==> src/rtl/fpw_pkg.sv <==
package fpw_pkg;
    localparam int SP_EXP  = 8;
    localparam int SP_FRAC = 23;
    localparam int DP_EXP  = 11;
    localparam int DP_FRAC = 52;
    localparam int SP_W    = 1 + SP_EXP + SP_FRAC;
    localparam int DP_W    = 1 + DP_EXP + DP_FRAC;
    localparam int NBYTES  = SP_W / 8;
    localparam int FRAC_PAD = DP_FRAC - SP_FRAC;
    localparam int SP_BIAS = (1 << (SP_EXP - 1)) - 1;
    localparam int DP_BIAS = (1 << (DP_EXP - 1)) - 1;
    localparam int REBIAS  = DP_BIAS - SP_BIAS;
    localparam int LZ_W    = $clog2(SP_FRAC + 1);

    typedef enum logic [1:0] {
        CLS_ZERO,
        CLS_SUB,
        CLS_NORM,
        CLS_SPECIAL
    } cls_e;

    // Reverse conversion, used only by the checks in the top module.
    function automatic logic [SP_W-1:0] narrow(input logic [DP_W-1:0] d);
        logic [DP_EXP-1:0]  e;
        logic [SP_FRAC:0]   mant;
        int                 sh;
        e = d[DP_W-2 -: DP_EXP];
        if (e == {DP_EXP{1'b1}})
            narrow = {d[DP_W-1], {SP_EXP{1'b1}}, d[DP_FRAC-1 -: SP_FRAC]};
        else if (e == '0)
            narrow = {d[DP_W-1], {(SP_W-1){1'b0}}};
        else if (int'(e) > REBIAS)
            narrow = {d[DP_W-1], SP_EXP'(int'(e) - REBIAS), d[DP_FRAC-1 -: SP_FRAC]};
        else begin
            sh   = REBIAS + 1 - int'(e);
            mant = {1'b1, d[DP_FRAC-1 -: SP_FRAC]} >> sh;
            narrow = {d[DP_W-1], {SP_EXP{1'b0}}, mant[SP_FRAC-1:0]};
        end
    endfunction
endpackage

==> src/rtl/fpw_classify.sv <==
module fpw_classify
    import fpw_pkg::*;
(
    input  logic [SP_EXP-1:0]  exp_in,
    input  logic [SP_FRAC-1:0] frac_in,
    output cls_e               cls
);
    logic exp_zero;
    logic exp_ones;
    logic frac_zero;

    always_comb begin
        exp_zero  = (exp_in == '0);
        exp_ones  = (exp_in == {SP_EXP{1'b1}});
        frac_zero = (frac_in == '0);
        unique case ({exp_ones, exp_zero})
            2'b10:   cls = CLS_SPECIAL;
            2'b01:   cls = frac_zero ? CLS_ZERO : CLS_SUB;
            default: cls = CLS_NORM;
        endcase
    end
endmodule

==> src/rtl/fpw_lzc.sv <==
module fpw_lzc #(
    parameter int W  = 23,
    parameter int CW = $clog2(W + 1)
) (
    input  logic [W-1:0]  vec,
    output logic [CW-1:0] cnt
);
    // Scan from the LSB upwards so that the highest set bit wins.
    always_comb begin
        cnt = CW'(W);
        for (int i = 0; i < W; i++) begin
            if (vec[i]) cnt = CW'(W - 1 - i);
        end
    end
endmodule

==> src/rtl/fpw_pack.sv <==
module fpw_pack
    import fpw_pkg::*;
(
    input  logic               sign,
    input  logic [SP_EXP-1:0]  exp_in,
    input  logic [SP_FRAC-1:0] frac_in,
    input  cls_e               cls,
    input  logic [LZ_W-1:0]    lz,
    output logic [DP_W-1:0]    result
);
    logic [LZ_W-1:0]    shift;
    logic [SP_FRAC-1:0] renorm;
    logic [DP_EXP-1:0]  sub_exp;

    always_comb begin
        shift   = lz + LZ_W'(1);
        renorm  = frac_in << shift;
        sub_exp = DP_EXP'(REBIAS + 1) - DP_EXP'(shift);
        unique case (cls)
            CLS_ZERO:    result = {sign, {(DP_W-1){1'b0}}};
            CLS_SUB:     result = {sign, sub_exp, renorm, {FRAC_PAD{1'b0}}};
            CLS_NORM:    result = {sign, DP_EXP'(exp_in) + DP_EXP'(REBIAS),
                                   frac_in, {FRAC_PAD{1'b0}}};
            CLS_SPECIAL: result = {sign, {DP_EXP{1'b1}}, frac_in, {FRAC_PAD{1'b0}}};
            default:     result = '0;
        endcase
    end
endmodule

==> src/rtl/widen_s2d.sv <==
module widen_s2d
    import fpw_pkg::*;
#(
    parameter int PIPE = 1
) (
    input  logic                    clk,
    input  logic                    rst_n,
    input  logic                    in_valid,
    input  logic [NBYTES-1:0][7:0]  in_bytes,
    output logic                    out_valid,
    output logic [DP_W-1:0]         out_data
);
    logic [SP_W-1:0]   word;
    cls_e              cls;
    logic [LZ_W-1:0]   lz;
    logic [DP_W-1:0]   conv;

    // Lowest address lands in the most significant byte.
    for (genvar b = 0; b < NBYTES; b++) begin : g_bytes
        assign word[(NBYTES-1-b)*8 +: 8] = in_bytes[b];
    end

    fpw_classify u_cls (
        .exp_in  (word[SP_W-2 -: SP_EXP]),
        .frac_in (word[SP_FRAC-1:0]),
        .cls     (cls)
    );

    fpw_lzc #(.W(SP_FRAC), .CW(LZ_W)) u_lzc (
        .vec (word[SP_FRAC-1:0]),
        .cnt (lz)
    );

    fpw_pack u_pack (
        .sign    (word[SP_W-1]),
        .exp_in  (word[SP_W-2 -: SP_EXP]),
        .frac_in (word[SP_FRAC-1:0]),
        .cls     (cls),
        .lz      (lz),
        .result  (conv)
    );

    if (PIPE != 0) begin : g_reg
        always_ff @(posedge clk) begin
            if (!rst_n) begin
                out_valid <= 1'b0;
                out_data  <= '0;
            end else begin
                out_valid <= in_valid;
                if (in_valid) out_data <= conv;
            end
        end


        valid_delay_chk: assert property (@(posedge clk) disable iff (!rst_n)
            in_valid |=> out_valid);

        bubble_chk: assert property (@(posedge clk) disable iff (!rst_n)
            !in_valid |=> !out_valid);
    end else begin : g_comb
        assign out_valid = in_valid;
        assign out_data  = conv;
    end


    sign_from_first_byte_chk: assert property (@(posedge clk) disable iff (!rst_n)
        in_valid |-> conv[DP_W-1] == in_bytes[0][7]);

    roundtrip_exact_chk: assert property (@(posedge clk) disable iff (!rst_n)
        in_valid |-> narrow(conv) == word);

    subnormal_renorm_chk: assert property (@(posedge clk) disable iff (!rst_n)
        (in_valid && cls == CLS_SUB) |->
            (conv[DP_W-2 -: DP_EXP] != '0) && (int'(conv[DP_W-2 -: DP_EXP]) <= REBIAS));

    snan_kept_chk: assert property (@(posedge clk) disable iff (!rst_n)
        (in_valid && cls == CLS_SPECIAL && word[SP_FRAC-1:0] != '0 && !word[SP_FRAC-1])
            |-> (conv[DP_W-2 -: DP_EXP] == {DP_EXP{1'b1}}) && !conv[DP_FRAC-1]);
endmodule

==> config.mk <==
export PLATFORM = sky130hd
export DESIGN_NAME = widen_s2d
export DESIGN_NICKNAME = d
export VERILOG_FILES = /design/src/rtl/fpw_pkg.sv /design/src/rtl/fpw_classify.sv /design/src/rtl/fpw_lzc.sv /design/src/rtl/fpw_pack.sv /design/src/rtl/widen_s2d.sv
export SDC_FILE = /design/constraint.sdc
export NUM_CORES = 1
export LEC_CHECK = 0
export BUFFER_PORTS_ARGS = -buffer_cell sky130_fd_sc_hd__buf_2
export CAP_MARGIN = 10
export CORE_ASPECT_RATIO = 0.6
export CORE_MARGIN = 2
export CORE_UTILIZATION = 40
export DETAILED_ROUTE_END_ITERATION = 10
export GPL_TIMING_DRIVEN = 1
export PLACE_DENSITY = 0.62
export SYNTH_ARGS = -nofsm -noshare
export SYNTH_HDL_FRONTEND = slang
export SYNTH_SLANG_ARGS = --single-unit
==> constraint.sdc <==
create_clock -name clk -period 4.8 [get_ports clk]
set_clock_uncertainty 0.2 [all_clocks]
set_input_delay 0.24 -clock clk [delete_from_list [all_inputs] [get_ports clk]]
set_output_delay 0.24 -clock clk [all_outputs]
set_load 0.005 [all_outputs]
After elaboration in Yosys (flattened, before gate mapping)
Cells that the tools add are included.

Register bits: 65. Input bits: 35. Output and inout bits: 65. Word-level logic and storage cells: 41.

Add/sub/neg operators: 3. Eq/ne operators: 6. Shift-type cells: 1. Muxes and demuxes: 26. Reduce and logical (&&, ||, !) cells: 3.

Operators by type and width (count): $pmux W64 S4 (1); $mux W5 (16); $logic_not A23 Y1 (1); $shl A23 B5 Y23 (1); $mux W3 (4); $add A8 B10 Y11 const B (1); $sub A10 B5 Y11 const A (1); $eq A8 B8 Y1 const B (1); $logic_not A8 Y1 (1); $eq A2 B2 Y1 const B (3); $add A5 B1 Y5 const B (1); $eq A2 B1 Y1 const B (2); $mux W2 (2); $pmux W2 S2 (1); $logic_not A2 Y1 (1); $mux W1 (2).

Logic depth before layout (Yosys ltp)
Depth in word-level cells: 26. Mapped depth: 18. Depth with buffers taken out: 15.

By module
Synthesis repeated with hierarchy kept, for this count alone.

Cells, all modules: 504. Area, all modules: 4737.0 sq um.

Modules (own cells, without submodules): widen_s2d (times used 1, cells an instance 208, area an instance 2489.9 sq um); fpw_pack (times used 1, cells an instance 234, area an instance 1878.1 sq um); fpw_lzc (times used 1, cells an instance 42, area an instance 236.5 sq um); fpw_classify (times used 1, cells an instance 20, area an instance 132.6 sq um).

Worst setup path before layout
No wires, ideal clock.

Path type: input -> register. Start: in in_bytes[14] (netlist bit). End: reg out_data[45]. Library setup time: 0.120 ns. Arrival time: 3.830 ns. Data required time: 4.480 ns. Path slack: 0.650 ns. Stages: 15. Buffers on the path: 3. Path through: clkbuf_1 > or2_1 > clkbuf_1 > nor4_2 > o21a_1 > nor2_1 > inv_2 > buf_2 > ha_1 > xnor2_4 > inv_4 > mux2_4 > mux4_2 > a221o_1 > o31a_1.

Cells in the longest elaborated chain, start to end: 5. Elaborated cells on any way between the ends: 11. Classes of those cells: add/sub: 1; eq/ne: 3; shift: 1; mux: 4; reduce/logical: 2.

RTL lines: start: declaration (line widen_s2d.sv:9) `input logic [NBYTES-1:0][7:0] in_bytes,`; branches (longest 4 deep; another with $add A5 B1 Y5); $pmux W64 S4 (*) (line fpw_pack.sv:19) `unique case (cls)`; end signal: assignment (line widen_s2d.sv:50) `if (in_valid) out_data <= conv;`; end: declaration (line widen_s2d.sv:11) `output logic [DP_W-1:0] out_data`.

Every way passes the cells marked *. The select of a mux whose other input is x is not followed. A chain may end at the register's enable or synchronous reset.

Worst setup path in the final report
Start: in in_bytes[12] (netlist bit). End: reg out_data[45].

Cells in the longest elaborated chain, start to end: 6. Elaborated cells on any way between the ends: 13. Classes of those cells: add/sub: 1; eq/ne: 3; shift: 1; mux: 6; reduce/logical: 2.

RTL lines: $mux W5 (3 in a row) (line fpw_lzc.sv:12) `if (vec[i]) cnt = CW'(W - 1 - i);`; $add A5 B1 Y5 (line fpw_pack.sv:16) `shift = lz + LZ_W'(1);`; $shl A23 B5 Y23 (line fpw_pack.sv:17) `renorm = frac_in << shift;`; $pmux W64 S4 (*) (line fpw_pack.sv:19).

Mark *: on every way between the ends. The rest lies on a longest branch, timed or not. The select of a mux whose other input is x is not followed.

==> impl_metrics.csv <==
group,metric,value,unit
synthesis,ys_ff_latch,35,
final_layout,fill_cells,918,
timing,fin_crit,3.83,ns
final_layout,instances_no_fill,689,
critical_path,required,4.78,ns
final_layout,mostFrequentLayoutCells,"buf_2, nor2_1, a21oi_1",
clock_tree,cts_resized,0,
timing,slew_violations,0,
place,pre_cts_ws,0.760,ns
place,place_hpwl,10700,um
global_routing,globalRouteOverflowTotal,0,
final_layout,synthToLayoutAreaGrowth,12.8,%
run_status,status,"complete, no violations",
floorplanning,core-area,0.00922,mm2
clock_tree,clock_sinks,35,
global_routing,antenna_found_initial,0,
global_routing,grt_first_pass_wirelength,21800,um
final_layout,fin_nets,598,
critical_path,r2r_end,"out_data[50]",
clock_tree,clk_pin_slew,0.06,ns
run,maxCapViolations,0,
synthesis,ys_seq_area_share,18.4,%
timing,rsz0062_at_grt,"no",
timing,worst_slack,0.973,ns
place,portBuffers,70,
worst_hold_path,min_to,"out_data[56]",
final_layout,final_common_cell,"buf_2",
critical_path,worstPathMaxFanout,27,
synthesis,ys.warnings.count,0,
synthesis,syn-instance-count,518,
worst_hold_path,hold_path_depth,3,
floorplanning,start_util,41.3,%
synthesis,synthXorXnorAreaFrac,1.64,%
floorplanning,rows,27,
synthesis,syn-cell-area,0.00380,mm2
critical_path,r2r_setup_slack,3.30,ns
critical_path,cp.arrival,3.81,ns
final_layout,drive_above_1_share,22.0,%
clock_tree,clock_tree.root_cell,"clkbuf_16",
critical_path,crit_path_end_kind,"register",
synthesis,synth_area_per_cell,7.35,um2
timing,hold_viol,0,
detailed_routing,vias_per_cell,6.22,
synthesis,synth_top_family_by_area,"compound AO/OA/AOI/OAI gates",
timing,worst_slew_pin_slew,0.780,ns
floorplanning,top_level_ports,100,
detailed_routing,wl_per_cell,20.8,um
power_and_ir_drop,max-vdd-ir-drop,0.147,mV
clock_tree,htreeDepth,2,
synthesis,synth-adder-area-share,1.64,%
detailed_routing,remaining_drc_errors,0,
critical_path,reg2regPathDepth,4,
timing,fmax,0.261,GHz
critical_path,crit_type,"in2reg",
critical_path,rr_startpoint,"out_data[50]",
worst_hold_path,hp-class,"in2reg",
global_routing,grt_max_degree,36,
worst_hold_path,hold_start,"in_bytes[3]",
timing,slew_headroom,47.5,%
synthesis,synth_compound_area_share,31.2,%
clock_tree,cts_buffers,5,
synthesis,synthArstFlopShare,0,%
synthesis,yosys-mux-area-fraction,11.2,%
synthesis,synthSimpleGateAreaFrac,22.2,%
timing,fin_tns_setup,0,ns
power_and_ir_drop,p_leak,1.82,nW
floorplanning,die_y,79.5,um
place,globalplace.congestion,0.987,
clock_tree,clk_latency,0.29,ns
synthesis,synth_edf_count,0,
synthesis,synth_ff_type,"dfxtp_1",
synthesis,yosysUniqueCellTypes,71,
global_routing,grt_pass1_vias,3714,
final_layout,diodes,0,
detailed_routing,ant_nets,0,
detailed_routing,dr.first_iter.drc_count,530,
floorplanning,fp.dieArea,0.0103,mm2
clock_tree,cts_max_path_buffers,2,
timing,period_share,79.7,%
place,dpl.cell_count,680,
critical_path,startpoint_type,"primary input",
clock_tree,cts_tree,"built",
power_and_ir_drop,power_density,252,mW/mm2
floorplanning,die-width,130,um
timing,setup_viol,0,
detailed_routing,drt_first_pass_iters,5,
detailed_routing,vias,4284,
global_routing,grt_usage,28.2,%
detailed_routing,drt-total-wl,14300,um
==> power breakdown <==
group / leakage [nW] / switching (mW) / internal (mW)
clock: 0.0875 / 0.139 / 0.261
combinational: 1.45 / 0.228 / 0.138
sequential: 0.289 / 0.00862 / 0.307
total: 1.82 / 0.376 / 0.707
==> state kept, by name, summed over array words and instances, names as in the netlist <==
name and cells:
out_data 34, out_valid 1
==> logic make-up (layout without fill, tap and decap cells) <==
| logic type | count (synthesis) | after routing |
|---|---|---|
| muxes | 29 | 29 |
| xor gates and xnor gates | 5 | 5 |
| other | 1 | 29 |
| adders and majority gates | 5 | 5 |
| buffers and inverters | 103 | 116 |
| AOI/OAI and AO/OA | 173 | 173 |
| DFF | 35 | 35 |
| and+or+nand+nor | 167 | 167 |
==> metrics by stage <==
step	area, um2	util (%)	total power [mW]	hold WS [ns]
after floorplan	3910	-	0.574	0.187
after global placement	4110	44.5	0.673	0.248
after detailed placement	4110	44.5	0.674	0.264
after CTS	4290	46.5	1.08	0.0862
after global routing	4290	46.5	1.13	0.101
final	4290	46.5	1.08	0.0865
==> critical path, stage by stage <==
cell	delay (ns)
buf_2	0.15
or2_1	0.34
nor4_2	0.17
buf_4	0.21
o21a_1	0.31
nor2_1	0.11
inv_2	0.07
ha_1	0.32
xnor2_4	0.12
inv_4	0.27
mux2_4	0.34
mux4_2	0.51
a221o_1	0.34
o31a_1	0.27
==> cells in the mapped netlist, drive strengths merged, types with 6 or more instances <==
| cell type | number | area (um2) |
|---|---|---|
| nor2 | 45 | 169 |
| a21oi | 44 | 224 |
| clkbuf | 42 | 159 |
| buf | 37 | 264 |
| dfxtp | 35 | 701 |
| nand2 | 33 | 124 |
| o21ai | 31 | 159 |
| inv | 24 | 92.6 |
| mux2i | 15 | 150 |
| nand3 | 14 | 70.1 |
| nor2b | 14 | 87.6 |
| nor4 | 13 | 87.6 |
| nor3 | 11 | 60.1 |
| mux4 | 10 | 225 |
| a221oi | 9 | 78.8 |
| a31oi | 8 | 50.1 |
| a211oi | 7 | 52.6 |
| a22oi | 7 | 52.6 |
| and2 | 7 | 43.8 |
| o21a | 7 | 52.6 |
| or4 | 7 | 60.1 |
| nand2b | 6 | 37.5 |
| or2 | 6 | 37.5 |
==> area by class of cell <==
class                      instances  area [um2]  area share [%]
clock inverter                     2        38.8           0.904
inverter                          24        92.6            2.16
multi-input combinational        408        2700            62.9
sequential                        35         701            16.3
clock buffer                       6         139            3.24
tap                              130         163            3.79
timing repair buffer              84         458            10.7
==> how the worst max path moves through the flow <==
| stage | slack (ns) | to | from | depth (start not counted) |
|---|---|---|---|---|
| after floorplan | 0.65 | out_data[45] | in_bytes[14] | 15 |
| after global placement | 0.82 | out_data[45] | in_bytes[19] | 13 |
| after detailed placement | 0.76 | out_data[45] | in_bytes[14] | 14 |
| after CTS | 1.06 | out_data[45] | in_bytes[14] | 14 |
| after global routing | 0.78 | out_data[45] | in_bytes[14] | 14 |
| final | 0.97 | out_data[45] | in_bytes[12] | 14 |
==> routing by layer <==
| layer | routed length (um) | track usage (%) | up-vias |
|---|---|---|---|
| li1 | - | - | 1951 |
| met1 | 6690 | 44.5 | 1995 |
| met2 | 5380 | 35.8 | 322 |
| met3 | 2110 | 9.32 | 16 |
| met4 | 160 | 5.27 | 0 |
| met5 | 0 | 0 | - |
==> timing repair <==
action | CTS | global route
endpoints found under the hold margin | 1 | 0
buffers inserted | 0 | 0
hold buffers | 1 | 0
Note: power is estimated with default switching activity, not from simulation.
